`config.mk`:
```
export PLATFORM = sky130hd
export DESIGN_NAME = pcie_cfg_loader
export DESIGN_NICKNAME = d
export VERILOG_FILES = /design/src/rtl/pcl_pkg.sv /design/src/rtl/pcl_ratio.sv /design/src/rtl/pcl_bus_port.sv /design/src/rtl/pcl_poll_timer.sv /design/src/rtl/pcie_cfg_loader.sv
export SDC_FILE = /design/constraint.sdc
export NUM_CORES = 1
export LEC_CHECK = 0
export ABC_CLOCK_PERIOD_IN_PS = 2800
export BUFFER_PORTS_ARGS = -buffer_cell sky130_fd_sc_hd__buf_2
export CAP_MARGIN = 30
export CELL_PAD_IN_SITES_DETAIL_PLACEMENT = 1
export CELL_PAD_IN_SITES_GLOBAL_PLACEMENT = 2
export CORE_ASPECT_RATIO = 1.4
export CORE_MARGIN = 10
export CORE_UTILIZATION = 36
export DETAILED_ROUTE_END_ITERATION = 16
export PLACE_DENSITY = 0.85
export SLEW_MARGIN = 20
export SYNTH_ARGS = -nofsm -noshare
export SYNTH_HDL_FRONTEND = slang
export SYNTH_SLANG_ARGS = --single-unit
```
`constraint.sdc`:
```
create_clock -name clk_i -period 2.8 [get_ports clk_i]
set_input_delay 0.42 -clock clk_i [delete_from_list [all_inputs] [get_ports clk_i]]
set_output_delay 0.42 -clock clk_i [all_outputs]
set_load 0.02 [all_outputs]
```
`src/rtl/pcl_pkg.sv`:
```
package pcl_pkg;
  localparam logic [11:0] ADDR_STAT = 12'h21C;
  localparam logic [11:0] ADDR_MODE = 12'h220;
  localparam logic [11:0] ADDR_DATA = 12'h228;
  localparam logic [11:0] ADDR_PROG = 12'h22C;
  localparam logic [11:0] ADDR_UERR = 12'h234;

  localparam int ST_READY  = 18;
  localparam int ST_EN     = 20;
  localparam int ST_USER   = 21;
  localparam int ST_PLDCLK = 24;
  localparam int MC_MODE   = 0;
  localparam int MC_CLKSEL = 1;
  localparam int MC_RATIO  = 8;
  localparam int PC_CONFIG = 0;
  localparam int PC_XFER   = 1;
  localparam int UE_CFG    = 5;

  typedef enum logic [2:0] {
    RES_OK      = 3'd0,
    RES_PARTIAL = 3'd1,
    RES_NODEV   = 3'd2,
    RES_TIMEOUT = 3'd3,
    RES_CFGERR  = 3'd4
  } result_e;

  typedef enum logic [1:0] {RET_SETUP_A, RET_SETUP_B, RET_TEARDOWN} burst_ret_e;
  typedef enum logic [1:0] {PK_READY_HI, PK_READY_LO, PK_USER} poll_kind_e;
endpackage

```
`src/rtl/pcl_ratio.sv`:
```
module pcl_ratio #(
  parameter int RW = 8
) (
  input  logic          compressed_i,
  input  logic          encrypted_i,
  output logic [RW-1:0] ratio_o
);
  always_comb begin
    if (compressed_i)     ratio_o = RW'(8);
    else if (encrypted_i) ratio_o = RW'(4);
    else                  ratio_o = RW'(1);
  end
endmodule

```
`src/rtl/pcl_bus_port.sv`:
```
module pcl_bus_port #(
  parameter int AW = 12,
  parameter int DW = 32
) (
  input  logic          clk_i,
  input  logic          rst_ni,
  input  logic          cmd_valid_i,
  input  logic          cmd_we_i,
  input  logic [AW-1:0] cmd_addr_i,
  input  logic [DW-1:0] cmd_wdata_i,
  output logic          cmd_done_o,
  output logic [DW-1:0] cmd_rdata_o,
  output logic          bus_req_o,
  output logic          bus_we_o,
  output logic [AW-1:0] bus_addr_o,
  output logic [DW-1:0] bus_wdata_o,
  input  logic [DW-1:0] bus_rdata_i,
  input  logic          bus_ack_i
);
  logic          req_q, we_q, done_q;
  logic [AW-1:0] addr_q;
  logic [DW-1:0] wdata_q, rdata_q;

  always_ff @(posedge clk_i or negedge rst_ni) begin
    if (!rst_ni) begin
      req_q   <= 1'b0;
      we_q    <= 1'b0;
      done_q  <= 1'b0;
      addr_q  <= '0;
      wdata_q <= '0;
      rdata_q <= '0;
    end else begin
      done_q <= 1'b0;
      if (req_q) begin
        if (bus_ack_i) begin
          req_q  <= 1'b0;
          done_q <= 1'b1;
          if (!we_q) rdata_q <= bus_rdata_i;  // keep last read for RMW
        end
      end else if (cmd_valid_i && !done_q) begin
        req_q   <= 1'b1;
        we_q    <= cmd_we_i;
        addr_q  <= cmd_addr_i;
        wdata_q <= cmd_wdata_i;
      end
    end
  end

  assign cmd_done_o  = done_q;
  assign cmd_rdata_o = rdata_q;
  assign bus_req_o   = req_q;
  assign bus_we_o    = we_q;
  assign bus_addr_o  = addr_q;
  assign bus_wdata_o = wdata_q;
endmodule

```
`src/rtl/pcl_poll_timer.sv`:
```
module pcl_poll_timer #(
  parameter int CYC_PER_US  = 250,
  parameter int POLL_GAP_US = 10
) (
  input  logic clk_i,
  input  logic rst_ni,
  input  logic start_i,
  output logic expired_o
);
  localparam int GAP_CYC = CYC_PER_US * POLL_GAP_US;
  localparam int CW      = $clog2(GAP_CYC + 1);

  logic [CW-1:0] cnt_q;
  logic          run_q;

  always_ff @(posedge clk_i or negedge rst_ni) begin
    if (!rst_ni) begin
      cnt_q <= '0;
      run_q <= 1'b0;
    end else if (start_i) begin
      cnt_q <= CW'(GAP_CYC - 1);
      run_q <= 1'b1;
    end else if (run_q) begin
      if (cnt_q == '0) run_q <= 1'b0;
      else             cnt_q <= cnt_q - 1'b1;
    end
  end

  assign expired_o = run_q && (cnt_q == '0);
endmodule

```
`src/rtl/pcie_cfg_loader.sv`:
```
module pcie_cfg_loader
  import pcl_pkg::*;
#(
  parameter int AW           = 12,
  parameter int DW           = 32,
  parameter int CYC_PER_US   = 250,
  parameter int POLL_GAP_US  = 10,
  parameter int READY_TMO_US = 10,
  parameter int USER_TMO_US  = 2000,
  parameter int DUMMY_WRITES = 244
) (
  input  logic          clk_i,
  input  logic          rst_ni,
  input  logic          start_i,
  input  logic          img_compressed_i,
  input  logic          img_encrypted_i,
  input  logic          img_partial_i,
  output logic          busy_o,
  output logic          done_o,
  output logic [2:0]    result_o,
  output logic          stream_ready_o,
  input  logic          stream_finished_i,
  output logic          bus_req_o,
  output logic          bus_we_o,
  output logic [AW-1:0] bus_addr_o,
  output logic [DW-1:0] bus_wdata_o,
  input  logic [DW-1:0] bus_rdata_i,
  input  logic          bus_ack_i
);
  localparam int RW          = 8;
  localparam int READY_TRIES = (READY_TMO_US + POLL_GAP_US - 1) / POLL_GAP_US;
  localparam int USER_TRIES  = (USER_TMO_US + POLL_GAP_US - 1) / POLL_GAP_US;
  localparam int MAX_TRIES   = (READY_TRIES > USER_TRIES) ? READY_TRIES : USER_TRIES;
  localparam int TRY_W       = $clog2(MAX_TRIES + 1);
  localparam int DCW         = $clog2(DUMMY_WRITES + 1);
  localparam logic [DW-1:0] RMASK = DW'({RW{1'b1}}) << MC_RATIO;
  localparam logic [DW-1:0] RONE  = DW'(1) << MC_RATIO;

  typedef enum logic [4:0] {
    S_IDLE, S_CHK_STAT, S_MODE_RD1, S_MODE_WR1, S_MODE_RD2, S_MODE_WR2,
    S_DM_RD, S_DM_WR, S_DM_DATA, S_PROG_RD1, S_PROG_WR1, S_PROG_RD2,
    S_PROG_WR2, S_RATIO_RD, S_RATIO_WR, S_STREAM, S_TD_RD, S_TD_WR1,
    S_TD_WR2, S_UERR_RD, S_CLR_RD, S_CLR_WR, S_POLL_RD, S_POLL_WAIT, S_END
  } state_e;

  state_e        state_q;
  burst_ret_e    bret_q;
  poll_kind_e    pkind_q;
  result_e       res_q;
  logic [TRY_W-1:0] tries_q;
  logic [DCW-1:0]   dcnt_q;
  logic [RW-1:0]    ratio_q, ratio_d;
  logic             td_setup_q;

  logic          cmd_valid, cmd_we, cmd_done;
  logic [AW-1:0] cmd_addr;
  logic [DW-1:0] cmd_wdata, rd;
  logic          poll_match, tmr_start, tmr_exp;

  pcl_ratio #(.RW(RW)) u_ratio (
    .compressed_i (img_compressed_i),
    .encrypted_i  (img_encrypted_i),
    .ratio_o      (ratio_d)
  );

  pcl_bus_port #(.AW(AW), .DW(DW)) u_port (
    .clk_i       (clk_i),
    .rst_ni      (rst_ni),
    .cmd_valid_i (cmd_valid),
    .cmd_we_i    (cmd_we),
    .cmd_addr_i  (cmd_addr),
    .cmd_wdata_i (cmd_wdata),
    .cmd_done_o  (cmd_done),
    .cmd_rdata_o (rd),
    .bus_req_o   (bus_req_o),
    .bus_we_o    (bus_we_o),
    .bus_addr_o  (bus_addr_o),
    .bus_wdata_o (bus_wdata_o),
    .bus_rdata_i (bus_rdata_i),
    .bus_ack_i   (bus_ack_i)
  );

  pcl_poll_timer #(.CYC_PER_US(CYC_PER_US), .POLL_GAP_US(POLL_GAP_US)) u_timer (
    .clk_i     (clk_i),
    .rst_ni    (rst_ni),
    .start_i   (tmr_start),
    .expired_o (tmr_exp)
  );

  // access issued by each state
  always_comb begin
    cmd_valid = 1'b1;
    cmd_we    = 1'b0;
    cmd_addr  = AW'(ADDR_STAT);
    cmd_wdata = '0;
    unique case (state_q)
      S_CHK_STAT, S_POLL_RD: cmd_addr = AW'(ADDR_STAT);
      S_MODE_RD1, S_MODE_RD2, S_DM_RD, S_RATIO_RD, S_CLR_RD: cmd_addr = AW'(ADDR_MODE);
      S_MODE_WR1: begin
        cmd_we = 1'b1; cmd_addr = AW'(ADDR_MODE);
        cmd_wdata = rd | (DW'(1) << MC_CLKSEL);
      end
      S_MODE_WR2: begin
        cmd_we = 1'b1; cmd_addr = AW'(ADDR_MODE);
        cmd_wdata = rd | (DW'(1) << MC_MODE);
      end
      S_DM_WR: begin
        cmd_we = 1'b1; cmd_addr = AW'(ADDR_MODE);
        cmd_wdata = (rd & ~RMASK) | RONE;
      end
      S_RATIO_WR: begin
        cmd_we = 1'b1; cmd_addr = AW'(ADDR_MODE);
        cmd_wdata = (rd & ~RMASK) | (DW'(ratio_q) << MC_RATIO);
      end
      S_CLR_WR: begin
        cmd_we = 1'b1; cmd_addr = AW'(ADDR_MODE);
        cmd_wdata = rd & ~((DW'(1) << MC_MODE) | (DW'(1) << MC_CLKSEL));
      end
      S_DM_DATA: begin
        cmd_we = 1'b1; cmd_addr = AW'(ADDR_DATA);
      end
      S_PROG_RD1, S_PROG_RD2, S_TD_RD: cmd_addr = AW'(ADDR_PROG);
      S_PROG_WR1: begin
        cmd_we = 1'b1; cmd_addr = AW'(ADDR_PROG);
        cmd_wdata = rd | (DW'(1) << PC_CONFIG);
      end
      S_PROG_WR2: begin
        cmd_we = 1'b1; cmd_addr = AW'(ADDR_PROG);
        cmd_wdata = rd | (DW'(1) << PC_XFER);
      end
      S_TD_WR1: begin
        cmd_we = 1'b1; cmd_addr = AW'(ADDR_PROG);
        cmd_wdata = rd & ~(DW'(1) << PC_XFER);
      end
      S_TD_WR2: begin
        cmd_we = 1'b1; cmd_addr = AW'(ADDR_PROG);
        cmd_wdata = rd & ~((DW'(1) << PC_XFER) | (DW'(1) << PC_CONFIG));
      end
      S_UERR_RD: cmd_addr = AW'(ADDR_UERR);
      default: cmd_valid = 1'b0;
    endcase
  end

  always_comb begin
    unique case (pkind_q)
      PK_READY_HI: poll_match = rd[ST_READY];
      PK_READY_LO: poll_match = !rd[ST_READY];
      default:     poll_match = rd[ST_USER] && rd[ST_PLDCLK];
    endcase
  end

  assign tmr_start = (state_q == S_POLL_RD) && cmd_done && !poll_match;

  always_ff @(posedge clk_i or negedge rst_ni) begin
    if (!rst_ni) begin
      state_q    <= S_IDLE;
      bret_q     <= RET_SETUP_A;
      pkind_q    <= PK_READY_HI;
      res_q      <= RES_OK;
      tries_q    <= '0;
      dcnt_q     <= '0;
      ratio_q    <= '0;
      td_setup_q <= 1'b0;
    end else begin
      unique case (state_q)
        S_IDLE: if (start_i) begin
          if (img_partial_i) begin
            res_q   <= RES_PARTIAL;
            state_q <= S_END;
          end else begin
            res_q   <= RES_OK;
            ratio_q <= ratio_d;
            state_q <= S_CHK_STAT;
          end
        end
        S_CHK_STAT: if (cmd_done) begin
          if (!rd[ST_EN]) begin
            res_q   <= RES_NODEV;
            state_q <= S_END;
          end else if (rd[ST_READY]) begin
            td_setup_q <= 1'b1;
            state_q    <= S_TD_RD;
          end else state_q <= S_MODE_RD1;
        end
        S_MODE_RD1: if (cmd_done) state_q <= S_MODE_WR1;
        S_MODE_WR1: if (cmd_done) state_q <= S_MODE_RD2;
        S_MODE_RD2: if (cmd_done) state_q <= S_MODE_WR2;
        S_MODE_WR2: if (cmd_done) begin
          bret_q  <= RET_SETUP_A;
          state_q <= S_DM_RD;
        end
        S_DM_RD: if (cmd_done) state_q <= S_DM_WR;
        S_DM_WR: if (cmd_done) begin
          dcnt_q  <= '0;
          state_q <= S_DM_DATA;
        end
        S_DM_DATA: if (cmd_done) begin
          if (dcnt_q == DCW'(DUMMY_WRITES - 1)) begin
            unique case (bret_q)
              RET_SETUP_A: state_q <= S_PROG_RD1;
              RET_SETUP_B: state_q <= S_PROG_RD2;
              default: begin
                pkind_q <= PK_READY_LO;
                tries_q <= TRY_W'(READY_TRIES);
                state_q <= S_POLL_RD;
              end
            endcase
          end else dcnt_q <= dcnt_q + 1'b1;
        end
        S_PROG_RD1: if (cmd_done) state_q <= S_PROG_WR1;
        S_PROG_WR1: if (cmd_done) begin
          pkind_q <= PK_READY_HI;
          tries_q <= TRY_W'(READY_TRIES);
          state_q <= S_POLL_RD;
        end
        S_POLL_RD: if (cmd_done) begin
          if (poll_match) begin
            unique case (pkind_q)
              PK_READY_HI: begin
                bret_q  <= RET_SETUP_B;
                state_q <= S_DM_RD;
              end
              PK_READY_LO: state_q <= td_setup_q ? S_MODE_RD1 : S_UERR_RD;
              default:     state_q <= S_END;
            endcase
          end else begin
            tries_q <= tries_q - 1'b1;
            state_q <= S_POLL_WAIT;
          end
        end
        S_POLL_WAIT: if (tmr_exp) begin
          if (tries_q == '0) begin
            res_q   <= RES_TIMEOUT;
            state_q <= S_END;
          end else state_q <= S_POLL_RD;
        end
        S_PROG_RD2: if (cmd_done) state_q <= S_PROG_WR2;
        S_PROG_WR2: if (cmd_done) state_q <= S_RATIO_RD;
        S_RATIO_RD: if (cmd_done) state_q <= S_RATIO_WR;
        S_RATIO_WR: if (cmd_done) state_q <= S_STREAM;
        S_STREAM: if (stream_finished_i) begin
          td_setup_q <= 1'b0;
          state_q    <= S_TD_RD;
        end
        S_TD_RD:  if (cmd_done) state_q <= S_TD_WR1;
        S_TD_WR1: if (cmd_done) state_q <= S_TD_WR2;
        S_TD_WR2: if (cmd_done) begin
          bret_q  <= RET_TEARDOWN;
          state_q <= S_DM_RD;
        end
        S_UERR_RD: if (cmd_done) begin
          if (rd[UE_CFG]) begin
            res_q   <= RES_CFGERR;
            state_q <= S_END;
          end else state_q <= S_CLR_RD;
        end
        S_CLR_RD: if (cmd_done) state_q <= S_CLR_WR;
        S_CLR_WR: if (cmd_done) begin
          pkind_q <= PK_USER;
          tries_q <= TRY_W'(USER_TRIES);
          state_q <= S_POLL_RD;
        end
        default: state_q <= S_IDLE;
      endcase
    end
  end

  assign busy_o         = (state_q != S_IDLE);
  assign done_o         = (state_q == S_END);
  assign result_o       = res_q;
  assign stream_ready_o = (state_q == S_STREAM);
endmodule

```
==> results.toml <==
[setup_path]
crit_slowest_cell = "dfrtp_1"
cp.arrival_ns = 2.06
r2r_slack_ns = 0.35
crit_fanout = 14
cpPeakStageDelay_ns = 0.54
startpoint = "state_q[4]"
r2r-end = "tries_q[2]"
reg2reg_from = "state_q[1]"
worst-path-buf-inv = 2
r2r_cells = 6
cp_data_required_time_ns = 2.38
critPathLaunchType = "register"
critPathKind = "reg -> out"
end_kind = "output pin"
cpLargestDelayFamily = "simple AND/OR/NAND/NOR gates"
path_cells = "buf_4, nor3_1, nand2_1, buf_2"

[grt]
grt_pass1_vias = 5508
grt_max_degree = 69
grt_pass1_wl_um = 29200
grt_use_total_pct = 16.7
grt_overflow = 0
antenna_found_initial = 0

[sta]
hold_viol = 0
hold-worst-slack_ns = 0.211
setup_tns_ns = 0
clock_skew_ns = 0.0123
max_clock_freq_mhz = 403
post-route-period-util_pct = 88.5
setup_violations = 0
period_minus_slack_ns = 2.48
rsz0062_at_grt = "false"
slew_viol_final = 0
tightestPinTransition_ns = 0.849
slew_headroom_pct = 43.4

[route]
routedLengthMet1_um = 7140
num_vias = 4932
ant_nets = 0
drc = 0
detail_route.wl_per_cell_um = 20.1
top_layer = "met4"
drt_iter0_drc = 239
wl_met3_um = 567
wl_um = 18000
wl_met2_um = 9650
drt_pre_antenna_iters = 7
vias_per_cell = 5.52

[clock_network]
cts.sinks = 117
ctsHoldBuffers = 1
cts_setup_buffers = 0
cts_buffers = 17
cts_tree = "built"
clkLatencyLatePin_ns = 0.42
cts-root-buf = "clkbuf_16"
clockBufferDepth = 2
cts_resized = 0
path_clk_slew_ns = 0.06
h-tree-depth = 4

[place]
dpl.hpwl_um = 13100
place.gp.congestion = 0.879
dp.cells = 861
portBuffers = 84

[cells_and_area]
fin_cells = 894
final_nets = 726
drive_gt1_share_pct = 29.4
areaGrowthSynthToFinish_pct = 23.6
n_antenna_cell = 0

[yosys]
syn_avg_cell_area_sq_um = 10.1
ys_types = 65
ys_async_sr_fraction_pct = 100
ys.flop_type = "dfrtp_1"
synth_cells = 580
synth_top_area_share_pct = 49.8
netlist_area_sq_um = 5880
yosysSeqAreaShare_pct = 49.8
synthTopCellsByArea = "dfrtp_1, mux2_2, nand2_1"
synth_top_area_cell = "dfrtp_1"
synth_edf_count = 0
yosys_warnings = 0
ys_ff_latch = 117

[run]
maxCapViolCount = 0

[hold_path]
worstHoldStart = "bus_ack_i"
whs_path_depth = 2
holdPathEnd = "u_port.bus_req_o"
min_path_type = "in -> reg"

[floorplan]
design.core.area_sq_um = 16100
die_h_um = 171
die_area_sq_um = 21900
ios = 92
die_x_um = 128
rows = 55
start_util_pct = 36.5

[pwr]
power_density_nw_per_um2 = 1240
ir_drop_mv = 0.502
power_leakage_nw = 3.33

[status]
status = "complete, no violations"
-- kinds of logic after synthesis --
family / Yosys count / share of synthesized area [%]
buffers and inverters: 58 / 4.47
DFF: 117 / 49.8
other: 1 / 0.0638
AOI/OAI and AO/OA: 143 / 16.6
and+or+nand+nor: 196 / 17.3
xor gates and xnor gates: 17 / 2.53
adders and majority gates: 4 / 0.851
muxes: 44 / 8.38
-- sequential cells by signal, summed over array words and instances, names as in the netlist --
name	count
u_port.bus_wdata_o	32
u_port.cmd_rdata_o	32
u_timer.cnt_q	12
dcnt_q	8
tries_q	8
state_q	5
u_port.bus_addr_o	5
ratio_q	3
result_o	3
bret_q	2
pkind_q	2
td_setup_q	1
u_port.bus_req_o	1
u_port.bus_we_o	1
u_port.cmd_done_o	1
u_timer.run_q	1
-- worst register-to-register path: stages (launching register included) --
cell	delay (ns)
dfrtp_1	0.60
buf_4	0.29
nand4bb_1	0.18
a2111oi_0	0.57
a2111o_1	0.42
o21ai_0	0.17
a21boi_1	0.16
-- cell type report --
class	count	area (sq um)
clock buffers	20	457
clock inverters	12	141
fillers	1853	8830
inverters	16	60.1
multi-input cells	411	2720
flip-flops and latches	117	2930
well taps	199	249
repair buffers	119	713
-- how the worst max path moves through the flow --
| stage | cells after the start | to |
|---|---|---|
| 6_report | 4 | busy_o |
| 3_5_place_dp | 6 | tries_q[2] |
| 3_3_place_gp | 5 | tries_q[4] |
| 5_1_grt | 6 | tries_q[2] |
| 2_1_floorplan | 8 | tries_q[7] |
| 4_1_cts | 6 | tries_q[2] |
-- Yosys cell counts (all sizes together), types with 5 or more instances --
cell type and instances:
dfrtp 117, nand2 55, mux2 42, o21ai 40
nor2 38, a21oi 22, a22o 22, buf 22
clkbuf 20, nor3 18, inv 14, nand3 13
xor2 13, nand4 11, nor2b 11, or3 10
nand2b 9, o31ai 8, a211oi 7, a21boi 5
-- where the power goes --
group | leakage, nW | switching [mW] | total, mW | internal (mW)
clock | 0.288 | 0.850 | 2.22 | 1.37
combinational | 1.55 | 2.25 | 3.85 | 1.60
sequential | 1.49 | 0.578 | 2.92 | 2.34
-- per-layer routing --
metal / up-vias / global-route usage, %
met5: - / 0
met4: 0 / 8.19
met3: 41 / 3.54
met2: 109 / 30.2
met1: 2486 / 17.8
li1: 2296 / -
-- metrics by stage --
step / util, % / area, sq um / power, mW / worst slack (ns)
global route: 45.1 / 7270 / 9.60 / 0.0735
CTS: 45.1 / 7270 / 9.06 / 0.340
finish: 45.1 / 7270 / 9.00 / 0.322
floorplan: - / 5900 / 5.39 / 0.690
detailed placement: 41.4 / 6660 / 6.78 / 0.371
global placement: 41.4 / 6660 / 6.60 / 0.448
-- cell usage in the layout, fill, tap and decap left out, drive strengths merged, types with 18 or more instances in the layout --
cell,Yosys,layout
dfrtp,117,117
clkbuf,20,20
buf,22,118
mux2,42,42
o21ai,40,40
a21oi,22,22
nor3,18,18
inv,14,19
nor2,38,38
nand2,55,55
a22o,22,22
Note: power is estimated with default switching activity, not from simulation.
